[src/rtl/uart_lsr_pkg.sv]
package uart_lsr_pkg;
  localparam int DATA_W = 8;
  localparam logic [2:0] ADDR_DATA = 3'd0;
  localparam logic [2:0] ADDR_IER  = 3'd1;
  localparam logic [2:0] ADDR_LSR  = 3'd5;

  typedef struct packed {
    logic              brk;
    logic              ferr;
    logic              perr;
    logic [DATA_W-1:0] data;
  } rx_entry_t;
endpackage

[src/rtl/lsr_sync_fifo.sv]
module lsr_sync_fifo #(
  parameter int WIDTH = 8,
  parameter int DEPTH = 16
) (
  input  logic             clk_i,
  input  logic             rst_ni,
  input  logic             push_i,
  input  logic             pop_i,
  input  logic [WIDTH-1:0] wdata_i,
  output logic [WIDTH-1:0] rdata_o,
  output logic             empty_o,
  output logic             full_o
);
  localparam int AW = (DEPTH > 1) ? $clog2(DEPTH) : 1;
  localparam int CW = AW + 1;

  logic [WIDTH-1:0] mem_q [DEPTH];
  logic [AW-1:0]    wr_ptr_q, rd_ptr_q;
  logic [CW-1:0]    cnt_q;
  logic             do_push, do_pop;

  assign empty_o = (cnt_q == '0);
  assign full_o  = (cnt_q == CW'(DEPTH));
  assign do_pop  = pop_i && !empty_o;
  assign do_push = push_i && (!full_o || do_pop);
  assign rdata_o = mem_q[rd_ptr_q];

  function automatic logic [AW-1:0] nxt(input logic [AW-1:0] p);
    return (p == AW'(DEPTH-1)) ? '0 : p + 1'b1;
  endfunction

  always_ff @(posedge clk_i) begin
    if (do_push) mem_q[wr_ptr_q] <= wdata_i;
  end

  always_ff @(posedge clk_i or negedge rst_ni) begin
    if (!rst_ni) begin
      wr_ptr_q <= '0;
      rd_ptr_q <= '0;
      cnt_q    <= '0;
    end else begin
      if (do_push) wr_ptr_q <= nxt(wr_ptr_q);
      if (do_pop)  rd_ptr_q <= nxt(rd_ptr_q);
      case ({do_push, do_pop})
        2'b10:   cnt_q <= cnt_q + 1'b1;
        2'b01:   cnt_q <= cnt_q - 1'b1;
        default: cnt_q <= cnt_q;
      endcase
    end
  end

  a_r4_no_overflow: assert property (@(posedge clk_i) disable iff (!rst_ni)
    cnt_q <= CW'(DEPTH));
  a_r4_full_hold: assert property (@(posedge clk_i) disable iff (!rst_ni)
    (full_o && push_i && !pop_i) |=> $stable(cnt_q));
endmodule

[src/rtl/lsr_status.sv]
module lsr_status (
  input  logic       clk_i,
  input  logic       rst_ni,
  input  logic       rd_lsr_i,
  input  logic       ovr_evt_i,
  input  logic       head_new_i,
  input  logic       rx_empty_i,
  input  logic [2:0] head_flags_i,  // {brk, ferr, perr}
  input  logic       tx_empty_i,
  input  logic       en_thre_i,
  input  logic       en_rls_i,
  output logic [7:0] lsr_o,
  output logic       irq_rls_o,
  output logic       irq_thre_o
);
  logic       oe_q;
  logic       mask_q;   // head flags already reported
  logic [2:0] flags_vis;

  always_ff @(posedge clk_i or negedge rst_ni) begin
    if (!rst_ni) begin
      oe_q   <= 1'b0;
      mask_q <= 1'b0;
    end else begin
      if (ovr_evt_i)     oe_q <= 1'b1;
      else if (rd_lsr_i) oe_q <= 1'b0;
      if (head_new_i)    mask_q <= 1'b0;
      else if (rd_lsr_i) mask_q <= 1'b1;
    end
  end

  assign flags_vis  = (!rx_empty_i && !mask_q) ? head_flags_i : 3'b000;
  assign lsr_o      = {2'b00, tx_empty_i, flags_vis, oe_q, !rx_empty_i};
  assign irq_rls_o  = en_rls_i && (|lsr_o[4:1]);
  assign irq_thre_o = en_thre_i && lsr_o[5];

  a_r4_overrun_sets: assert property (@(posedge clk_i) disable iff (!rst_ni)
    ovr_evt_i |=> lsr_o[1]);
  a_r6_overrun_wins: assert property (@(posedge clk_i) disable iff (!rst_ni)
    (ovr_evt_i && rd_lsr_i) |=> oe_q);
endmodule

[src/rtl/uart_lsr_tracker.sv]
module uart_lsr_tracker
  import uart_lsr_pkg::*;
#(
  parameter int RX_DEPTH = 16,
  parameter int TX_DEPTH = 16
) (
  input  logic              clk_i,
  input  logic              rst_ni,
  input  logic              rx_done_i,
  input  logic [DATA_W-1:0] rx_data_i,
  input  logic              rx_perr_i,
  input  logic              rx_ferr_i,
  input  logic              rx_brk_i,
  input  logic              cpu_rd_i,
  input  logic              cpu_wr_i,
  input  logic [2:0]        cpu_addr_i,
  input  logic [7:0]        cpu_wdata_i,
  output logic [7:0]        cpu_rdata_o,
  input  logic              tx_load_i,
  output logic              tx_valid_o,
  output logic [DATA_W-1:0] tx_data_o,
  output logic              irq_rls_o,
  output logic              irq_thre_o
);
  localparam int ENT_W = $bits(rx_entry_t);

  rx_entry_t   rx_in, rx_head;
  logic        rx_empty, rx_full, tx_empty, tx_full;
  logic        rx_pop, rd_lsr, tx_push, ovr_evt, head_new;
  logic [7:0]  ier_q, lsr;

  assign rx_in   = '{brk: rx_brk_i, ferr: rx_ferr_i, perr: rx_perr_i, data: rx_data_i};
  assign rx_pop  = cpu_rd_i && (cpu_addr_i == ADDR_DATA);
  assign rd_lsr  = cpu_rd_i && (cpu_addr_i == ADDR_LSR);
  assign tx_push = cpu_wr_i && (cpu_addr_i == ADDR_DATA);
  assign ovr_evt = rx_done_i && rx_full && !rx_pop;
  assign head_new = (rx_pop && !rx_empty) || (rx_done_i && rx_empty);

  lsr_sync_fifo #(.WIDTH(ENT_W), .DEPTH(RX_DEPTH)) i_rx_fifo (
    .clk_i, .rst_ni,
    .push_i (rx_done_i), .pop_i (rx_pop),
    .wdata_i(rx_in),     .rdata_o(rx_head),
    .empty_o(rx_empty),  .full_o (rx_full)
  );

  lsr_sync_fifo #(.WIDTH(DATA_W), .DEPTH(TX_DEPTH)) i_tx_fifo (
    .clk_i, .rst_ni,
    .push_i (tx_push),     .pop_i (tx_load_i),
    .wdata_i(cpu_wdata_i), .rdata_o(tx_data_o),
    .empty_o(tx_empty),    .full_o (tx_full)
  );

  lsr_status i_status (
    .clk_i, .rst_ni,
    .rd_lsr_i    (rd_lsr),
    .ovr_evt_i   (ovr_evt),
    .head_new_i  (head_new),
    .rx_empty_i  (rx_empty),
    .head_flags_i({rx_head.brk, rx_head.ferr, rx_head.perr}),
    .tx_empty_i  (tx_empty),
    .en_thre_i   (ier_q[1]),
    .en_rls_i    (ier_q[2]),
    .lsr_o       (lsr),
    .irq_rls_o   (irq_rls_o),
    .irq_thre_o  (irq_thre_o)
  );

  always_ff @(posedge clk_i or negedge rst_ni) begin
    if (!rst_ni)                                     ier_q <= '0;
    else if (cpu_wr_i && (cpu_addr_i == ADDR_IER))   ier_q <= cpu_wdata_i;
  end

  assign tx_valid_o = !tx_empty;

  always_comb begin
    cpu_rdata_o = '0;
    if (cpu_rd_i) begin
      unique case (cpu_addr_i)
        ADDR_DATA: cpu_rdata_o = rx_empty ? '0 : rx_head.data;
        ADDR_IER:  cpu_rdata_o = ier_q;
        ADDR_LSR:  cpu_rdata_o = lsr;
        default:   cpu_rdata_o = '0;
      endcase
    end
  end

  a_r5_read_clears: assert property (@(posedge clk_i) disable iff (!rst_ni)
    (rd_lsr && !rx_done_i) |=> (lsr[4:1] == 4'b0000));
  a_r7_thr_clears: assert property (@(posedge clk_i) disable iff (!rst_ni)
    (tx_push && !tx_full) |=> !lsr[5]);
  a_r10_write_null: assert property (@(posedge clk_i) disable iff (!rst_ni)
    (cpu_wr_i && cpu_addr_i == ADDR_LSR && !cpu_rd_i && !rx_done_i && !tx_load_i)
    |=> $stable(lsr));
endmodule

[config.mk]
export PLATFORM = sky130hd
export DESIGN_NAME = uart_lsr_tracker
export DESIGN_NICKNAME = d
export VERILOG_FILES = /design/src/rtl/uart_lsr_pkg.sv /design/src/rtl/lsr_sync_fifo.sv /design/src/rtl/lsr_status.sv /design/src/rtl/uart_lsr_tracker.sv
export SDC_FILE = /design/constraint.sdc
export NUM_CORES = 1
export LEC_CHECK = 0
export BUFFER_PORTS_ARGS = -buffer_cell sky130_fd_sc_hd__buf_2
export CORE_MARGIN = 2
export CORE_UTILIZATION = 56
export DETAILED_ROUTE_END_ITERATION = 10
export HOLD_SLACK_MARGIN = 0.12
export PLACE_DENSITY = 0.76
export SLEW_MARGIN = 20
export SYNTH_ARGS = -nofsm -noshare
export SYNTH_HDL_FRONTEND = slang
export SYNTH_SLANG_ARGS = --single-unit
[constraint.sdc]
create_clock -name clk_i -period 2.4 [get_ports clk_i]
set_input_delay 0.24 -clock clk_i [delete_from_list [all_inputs] [get_ports clk_i]]
set_output_delay 0.24 -clock clk_i [all_outputs]
set_load 0.01 [all_outputs]
==> implementation parameters, run 1 <==
Parameter                              Value

Status
  Result of the run    finished, violations left
  Failing checks    negative setup slack

Route
  Routed length on met1    12,910 um
  Vias per inst    6.289
  Number of remaining DRC errors    0
  Number of search-and-repair iterations in the first detailed-routing pass    7
  WL per Instance    25.31 um
  Count of vias placed by the detailed router    7,773
  Detail Route met3 WL    2658 um
  Top Layer Used    met5
  Number of antenna-violating nets in the routed design    0
  Total length of routed wires    31,280 um
  Number of DRC markers in iteration 0    993
  Met2 routed wirelength    15,300 um

Logic synthesis
  Area share of the leading cell type in the synthesized netlist    65.04%
  Total of warnings raised by yosys    0
  Sequential cell area fraction in the yosys report    71.46%
  Number of flops mapped to enable cells by yosys    304
  Count of state elements after synthesis    340
  Count of cell types in the netlist    64
  Fraction of synthesis flops using an asynchronous set or reset pin    10.59%
  Cell area after technology mapping    14,040 um2
  Synth area leaders    sky130_fd_sc_hd__edfxtp_1 (65%), sky130_fd_sc_hd__mux4_2 (13%), sky130_fd_sc_hd__dfrtp_1 (6.4%)
  Net count after synthesis    781
  Most numerous cell types in the synthesized netlist    sky130_fd_sc_hd__edfxtp_1 (304), sky130_fd_sc_hd__mux4_2 (78), sky130_fd_sc_hd__dfrtp_1 (36)
  Largest area contributor in the netlist    sky130_fd_sc_hd__edfxtp_1
  Mapped Cells    737
  Most frequent cell after synthesis    sky130_fd_sc_hd__edfxtp_1
  Most used flip-flop cell after synthesis    sky130_fd_sc_hd__edfxtp_1
  Average cell area after synthesis    19.04 um2

CTS
  Clock tree from TritonCTS    yes
  Clock buffer depth    3
  Root buffer cell    sky130_fd_sc_hd__clkbuf_16
  Post-CTS clock slew at the launch and capture registers of the worst setup and hold paths    0.06 ns
  Sink count of the clock tree    340
  Depth of the CTS H-tree    2
  Num CTS Buffers    35
  Clock network latency to the later pin of the worst-skew pair    0.51 ns

Worst setup path
  Chain of cells forming the critical path    buf_12 > mux4_2 > mux4_2 > a22o_1 > buf_2
  Critical path's top delay family    multiplexers
  R2r startpoint    i_rx_fifo.cnt_q[2]
  Crit path launch type    register
  Worst setup slack for register-to-register paths    0.07 ns
  Worst path max stage delay    0.54 ns
  Buf/Inv on CP    2
  Critical-path cell with the highest stage delay    sky130_fd_sc_hd__mux4_2
  Cell repeated most along the worst path    sky130_fd_sc_hd__mux4_2
  Critical Path End Type    output port
  Signal arrival time at the worst endpoint    2.61 ns
  Critical Path Fanout Max    15
  Worst EP required    2.16 ns
  Endpoint of the worst register-to-register path    i_rx_fifo.cnt_q[4]
  Worst setup path category    register to output port
  Worst-case reg-to-reg path depth    11

Pwr
  Leakage power total    5.832 nW
  Power per cell area    1108 nW/um2
  VDD IR-drop max    0.0008780 V

Timing
  Worst clock skew    0.02777 ns
  Max Freq    0.3507 GHz
  Smallest setup slack after layout    -0.4518 ns
  Setup repair after global routing missed its margin    yes
  Hold violation total from the final report    0
  Final setup viols    17
  Post-route setup TNS    -5.460 ns
  Slew margin rel.    36.88%
  Tightest Pin Transition    0.9468 ns
  Number of max-slew violations in the final report    0
  Final cycle utilization of the critical path    118.8%
  Minimum clock period    2.852 ns

Global route
  Tot GR Track Use    24.48%
  Vias in the first global route    7,921
  Number of antenna violations at the first check in global routing    1
  Sum of overflow across all layers after global routing    0
  Wire length of the first global-routing pass    47,840 um
  Pin count of the biggest net entering global routing    43

Die
  Placeable Area    24,460 um2
  Initial standard-cell utilization of the core    57.38%
  Die Footprint    26,350 um2
  Standard-cell row count    57
  Number of top-level pins    47
  Die W    162.3 um
  Height of the die    162.3 um

Cells and area
  Growth of design area from synthesis to finish    21.20%
  Total inserted antenna cells    0
  Share of post-route cells with drive strength above 1    37.06%
  Post-route cell area    17,010 um2
  Number of nets at the end of the flow    929

Place
  Dpl ws    -0.07203 ns
  Placer congestion estimate    0.8984
  Half-perimeter wire length of the detailed placement result    19,370 um
  Port-buffer cells    46
  Total cell area at the placement stage    15,390 um2

Hold path
  Cell count of the worst hold path    1
  Hold-critical path endpoint    i_tx_fifo.mem_q[10][6]
  Hold path startpoint    cpu_wdata_i[6]
  Worst min-delay path class    input pin to register

Flow run
  Count of maximum capacitance violations    0
## layer usage
metal / vias up / track usage (%)
li1: 3283 / -
met1: 4042 / 36.61
met2: 412 / 38.90
met3: 34 / 4.367
met4: 2 / 4.787
met5: - / 0
## registers in the layout, indices dropped and copies added, names as in the netlist
name,cells
i_rx_fifo.cnt_q,5
i_rx_fifo.mem_q,176
i_rx_fifo.rd_ptr_q,4
i_rx_fifo.wr_ptr_q,4
i_status.mask_q,1
i_status.oe_q,1
i_tx_fifo.cnt_q,5
i_tx_fifo.mem_q,128
i_tx_fifo.rd_ptr_q,4
i_tx_fifo.wr_ptr_q,4
ier_q,8
## stage by stage
| step | instances | util, % | hold WS [ns] | power [mW] |
|---|---|---|---|---|
| floorplan | 737 | - | -0.05559 | 11.06 |
| finish | 1236 | 69.54 | 0.1436 | 18.86 |
| detailed placement | 1146 | 62.92 | 0.4385 | 12.97 |
| global route | 1236 | 69.54 | 0.1510 | 19.62 |
| CTS | 1230 | 68.89 | 0.1310 | 18.64 |
| global placement | 1146 | 62.92 | 0.4178 | 12.76 |
## cells in the final DEF, fill, tap and decap left out, types with 3 or more instances in the layout
cell / instances
sky130_fd_sc_hd__a21o_1: 3
sky130_fd_sc_hd__a21oi_1: 13
sky130_fd_sc_hd__a21oi_2: 3
sky130_fd_sc_hd__a31oi_1: 5
sky130_fd_sc_hd__and2_1: 24
sky130_fd_sc_hd__and3_1: 4
sky130_fd_sc_hd__buf_12: 27
sky130_fd_sc_hd__buf_16: 4
sky130_fd_sc_hd__buf_2: 38
sky130_fd_sc_hd__buf_4: 46
sky130_fd_sc_hd__buf_6: 12
sky130_fd_sc_hd__clkbuf_1: 6
sky130_fd_sc_hd__clkbuf_16: 36
sky130_fd_sc_hd__clkbuf_8: 4
sky130_fd_sc_hd__clkinv_1: 8
sky130_fd_sc_hd__clkinv_2: 4
sky130_fd_sc_hd__dfrtp_1: 31
sky130_fd_sc_hd__dfrtp_2: 5
sky130_fd_sc_hd__dlygate4sd3_1: 14
sky130_fd_sc_hd__edfxtp_1: 304
sky130_fd_sc_hd__ha_1: 13
sky130_fd_sc_hd__inv_1: 17
sky130_fd_sc_hd__mux2_1: 4
sky130_fd_sc_hd__mux2_2: 33
sky130_fd_sc_hd__mux2i_1: 4
sky130_fd_sc_hd__mux4_2: 78
sky130_fd_sc_hd__nand2_1: 30
sky130_fd_sc_hd__nand3_1: 12
sky130_fd_sc_hd__nor2_1: 13
sky130_fd_sc_hd__nor3_2: 7
sky130_fd_sc_hd__nor4_1: 3
sky130_fd_sc_hd__o21ai_0: 17
sky130_fd_sc_hd__o21ai_2: 3
sky130_fd_sc_hd__o221ai_1: 3
sky130_fd_sc_hd__o22ai_1: 10
sky130_fd_sc_hd__o22ai_2: 3
sky130_fd_sc_hd__xnor2_1: 9
## how the worst max path moves through the flow
stage                          start                    end  slack, ns  depth (start not counted)
6_report       i_rx_fifo.rd_ptr_q[0]         cpu_rdata_o[7]      -0.45                          5
3_3_place_gp           cpu_addr_i[1]     i_rx_fifo.cnt_q[4]       0.03                         11
4_1_cts        i_rx_fifo.rd_ptr_q[0]         cpu_rdata_o[7]      -0.46                          5
3_5_place_dp           cpu_addr_i[1]  i_tx_fifo.mem_q[0][4]      -0.07                          6
2_1_floorplan     i_tx_fifo.cnt_q[2]     i_tx_fifo.cnt_q[4]      -0.10                         10
5_1_grt        i_rx_fifo.rd_ptr_q[0]         cpu_rdata_o[7]      -0.51                          5
## what timing repair did
action	in CTS	in global routing
hold buffers	14	0
buffers inserted	3	6
cloned	3	0
pin swaps	2	12
endpoints found under the setup margin	18	64
gates resized for setup	20	26
endpoints found under the hold margin	198	0
## report_power, final
group	internal (mW)	leakage, nW	switching [mW]
sequential	6.99	3.17	0.422
combinational	3.30	2.11	2.98
clock	3.00	0.549	2.17
total	13.3	5.83	5.56
## worst reg2reg max path, delay by kind of cell, from the launching register on
| kind | cells | cell delay, ns |
|---|---|---|
| adders and majority gates | 1 | 0.19 |
| and+or+nand+nor | 4 | 0.80 |
| AOI/OAI and AO/OA | 4 | 0.53 |
| muxes | 1 | 0.20 |
| DFF | 1 | 0.40 |
| buffers and inverters | 1 | 0.14 |
## logic make-up after synthesis
family                     Yosys count  synth area share [%]
DFF                                340                 71.46
xor gates and xnor gates            10                0.6240
AOI/OAI and AO/OA                   81                 4.110
adders and majority gates           16                 1.480
muxes                              121                 15.92
and+or+nand+nor                    118                 4.680
buffers and inverters               51                 1.729
## cell type report
type	instances	area (um2)
multi-input cells	346	3906
well taps	324	405.4
repair buffers	142	1476
clock inverters	18	133.9
inverters	20	75.07
flip-flops and latches	340	10040
clock buffers	46	978.4
fillers	1437	7451
(Power assumes the default switching activity.)
==> run 2: changes to the inputs <==
--- a/config.mk
+++ b/config.mk
@@ -14,4 +14,6 @@
 export SLEW_MARGIN = 20
 export SYNTH_ARGS = -nofsm -noshare
 export SYNTH_HDL_FRONTEND = slang
+export SYNTH_HIERARCHICAL = 1
 export SYNTH_SLANG_ARGS = --single-unit
+export TNS_END_PERCENT = 30
==> run 2 against run 1 <==
Effect of this change: the run still ends with negative setup slack left; sequential share of layout area grew 0.055 points; largest cell class unchanged; clock-buffer cell count is 3 lower; clock power up 3%; design area about the same; routed wire length decreased by 2.6%; clock skew down 0.0066 ns; cell count increased by 3.0%; area after synthesis up 1.6%.
==> implementation parameters, run 2 <==
Parameter                              Value

Timing
  Hold violation total from the final report    0
  Slew margin rel.    29.41%
  Tightest Pin Transition    1.055 ns
  Smallest setup slack after layout    -0.5222 ns
  Hold Worst Slack    0.1439 ns
  Max Freq    0.3422 GHz
  Final setup viols    12
  Number of max-slew violations in the final report    0
  Setup repair after global routing missed its margin    yes
  Minimum clock period    2.922 ns
  Final cycle utilization of the critical path    121.8%
  Worst clock skew    0.02118 ns

Die
  Placeable Area    25,110 um2
  Number of top-level pins    47
  Die W    163.5 um
  Die Footprint    26,750 um2
  Height of the die    163.5 um
  Initial standard-cell utilization of the core    56.77%
  Standard-cell row count    58

Global route
  Global routing met2 resource utilization    41.64%
  Wire length of the first global-routing pass    46,020 um
  Sum of overflow across all layers after global routing    0
  Tot GR Track Use    23.12%
  Pin count of the biggest net entering global routing    37
  Number of antenna violations at the first check in global routing    0
  Met1 Resource Use GR    29.02%
  Met3 Resource Use GR    3.352%
  Highest-utilization routing layer at the global route stage    met2
  Vias in the first global route    8,152

Pwr
  Leakage power total    5.924 nW
  Power per cell area    1101 nW/um2
  VDD IR-drop max    0.0006647 V

Place
  Port-buffer cells    46
  Dpl ws    -0.1255 ns
  Post-Place Cells    1,192
  Placer congestion estimate    0.8495
  Half-perimeter wire length of the detailed placement result    19,140 um

Route
  Number of antenna-violating nets in the routed design    0
  WL per Instance    23.95 um
  Count of vias placed by the detailed router    7,874
  Number of remaining DRC errors    0
  Number of search-and-repair iterations in the first detailed-routing pass    5
  Total length of routed wires    30,480 um
  Vias per inst    6.185
  Number of DRC markers in iteration 0    756

Logic synthesis
  Total of warnings raised by yosys    6
  Cell area after technology mapping    14,250 um2
  Mapped Cells    794
  Average cell area after synthesis    17.95 um2

CTS
  Depth of the CTS H-tree    2
  Sink count of the clock tree    340
  Num CTS Buffers    34
  Post-CTS clock slew at the launch and capture registers of the worst setup and hold paths    0.07 ns
  Root buffer cell    sky130_fd_sc_hd__clkbuf_16
  Clock network latency to the later pin of the worst-skew pair    0.52 ns
  Clock tree from TritonCTS    yes
  Clock buffer depth    3

Hold path
  Worst min-delay path class    input pin to register
  Hold path startpoint    cpu_wdata_i[7]

Worst setup path
  Chain of cells forming the critical path    buf_12 > mux4_2 > a22oi_2 > nand2_1 > or4_1 > o211a_1 > buf_2
  Critical Path End Type    output port
  Worst setup slack for register-to-register paths    -0.11 ns
  Start point of the critical path    i_rx_fifo/rd_ptr_q[0]
  Buf/Inv on CP    2
  R2r startpoint    i_rx_fifo/cnt_q[2]
  Signal arrival time at the worst endpoint    2.68 ns
  Critical path's top delay family    simple AND/OR/NAND/NOR gates
  Worst path max stage delay    0.52 ns
  Critical-path cell with the highest stage delay    sky130_fd_sc_hd__or4_1
  Worst EP required    2.16 ns
  Crit path launch type    register
  Worst setup path category    register to output port
  Critical Path Fanout Max    6

Cells and area
  Largest regs    i_rx_fifo/mem_q: 176 flops, i_tx_fifo/mem_q: 128 flops, ier_q: 8 flops
  Flip-flop count of the largest register after layout    176
  Share of post-route cells with drive strength above 1    34.89%
  Combined area of the multi-input logic cells    4200 um2
  Post-layout instance count excluding filler cells    1,273
  Total inserted antenna cells    0
  Commonest cells after routing, fill and taps aside    sky130_fd_sc_hd__edfxtp_1 (304), sky130_fd_sc_hd__mux4_2 (76), sky130_fd_sc_hd__buf_4 (51)
  Growth of design area from synthesis to finish    19.24%
  Final Util    67.69%
  Sequential standard cell area    10,040 um2
  Count of fill cells added during filler insertion    1,595
  Most common cell after layout, fill and taps aside    sky130_fd_sc_hd__edfxtp_1
  Biggest register    i_rx_fifo/mem_q
  Number of nets at the end of the flow    963

Status
  Failing checks    negative setup slack
  Result of the run    finished, violations left

Flow run
  Count of maximum capacitance violations    0
## run 2: cell count changes in the layout (fill, tap and decap cells not counted), moves of 13 or more
| cell | previous run | this run |
|---|---|---|
| sky130_fd_sc_hd__and2_1 | 24 | 8 |
| sky130_fd_sc_hd__a22oi_2 | 0 | 28 |
| sky130_fd_sc_hd__buf_12 | 27 | 14 |
| sky130_fd_sc_hd__a22oi_1 | 0 | 18 |
| sky130_fd_sc_hd__nor2_1 | 13 | 40 |
| sky130_fd_sc_hd__mux2_2 | 33 | 7 |
## run 2: worst reg2reg max path, delay by kind of cell (launching register included)
family                     cells  cell delay, ns
DFF                            1            0.38
adders and majority gates      1            0.44
and+or+nand+nor                3            0.73
AOI/OAI and AO/OA              4            0.89
## run 2: final cells by class
type / count / area share, %
multi-input cells: 393 / 24.71
clock buffers: 43 / 5.329
well taps: 330 / 2.429
clock inverters: 19 / 1.310
flip-flops and latches: 340 / 59.05
inverters: 16 / 0.3533
repair buffers: 132 / 6.816
## run 2: worst paths after layout
check,endpoint,cells after the start
setup / recovery,irq_rls_o,7
hold / removal,i_tx_fifo/mem_q[10][7],1
setup reg to reg,i_rx_fifo/cnt_q[4],8
hold reg to reg,ier_q[5],1
max in group asynchronous,i_tx_fifo/rd_ptr_q[0],2
min in group asynchronous,i_rx_fifo/rd_ptr_q[1],2
## run 2: stage by stage
| step | power (mW) | cell area [um2] | TNS (ns) |
|---|---|---|---|
| 3_5_place_dp | 12.92 | 15400 | -1.827 |
| 3_3_place_gp | 12.66 | 15390 | -1.149 |
| 4_1_cts | 18.52 | 16830 | -4.602 |
| 5_1_grt | 19.50 | 17000 | -5.938 |
| 2_1_floorplan | 11.10 | 14330 | -4.330 |
| 6_report | 18.72 | 17000 | -4.480 |
## run 2: power breakdown
group | total, mW | internal, mW | leakage (nW) | switching, mW
clock network | 5.30 | 3.14 | 0.546 | 2.17
registers | 7.38 | 7.03 | 3.17 | 0.356
logic | 6.03 | 2.94 | 2.21 | 3.09
## run 2: timing repair
item,CTS,global route
resized for setup,33,17
hold buffers,15,0
endpoints found under the setup margin,24,101
pin swaps,15,9
hold endpoints to repair,196,0
cloned,0,3
buffers inserted,0,1
## run 2: layer usage
| layer | part of all wire [%] | vias up |
|---|---|---|
| met1 | 37 | 4043 |
| met5 | 0 | - |
| met4 | 2.5 | 0 |
| met3 | 6.6 | 53 |
| met2 | 54 | 354 |
| li1 | - | 3424 |
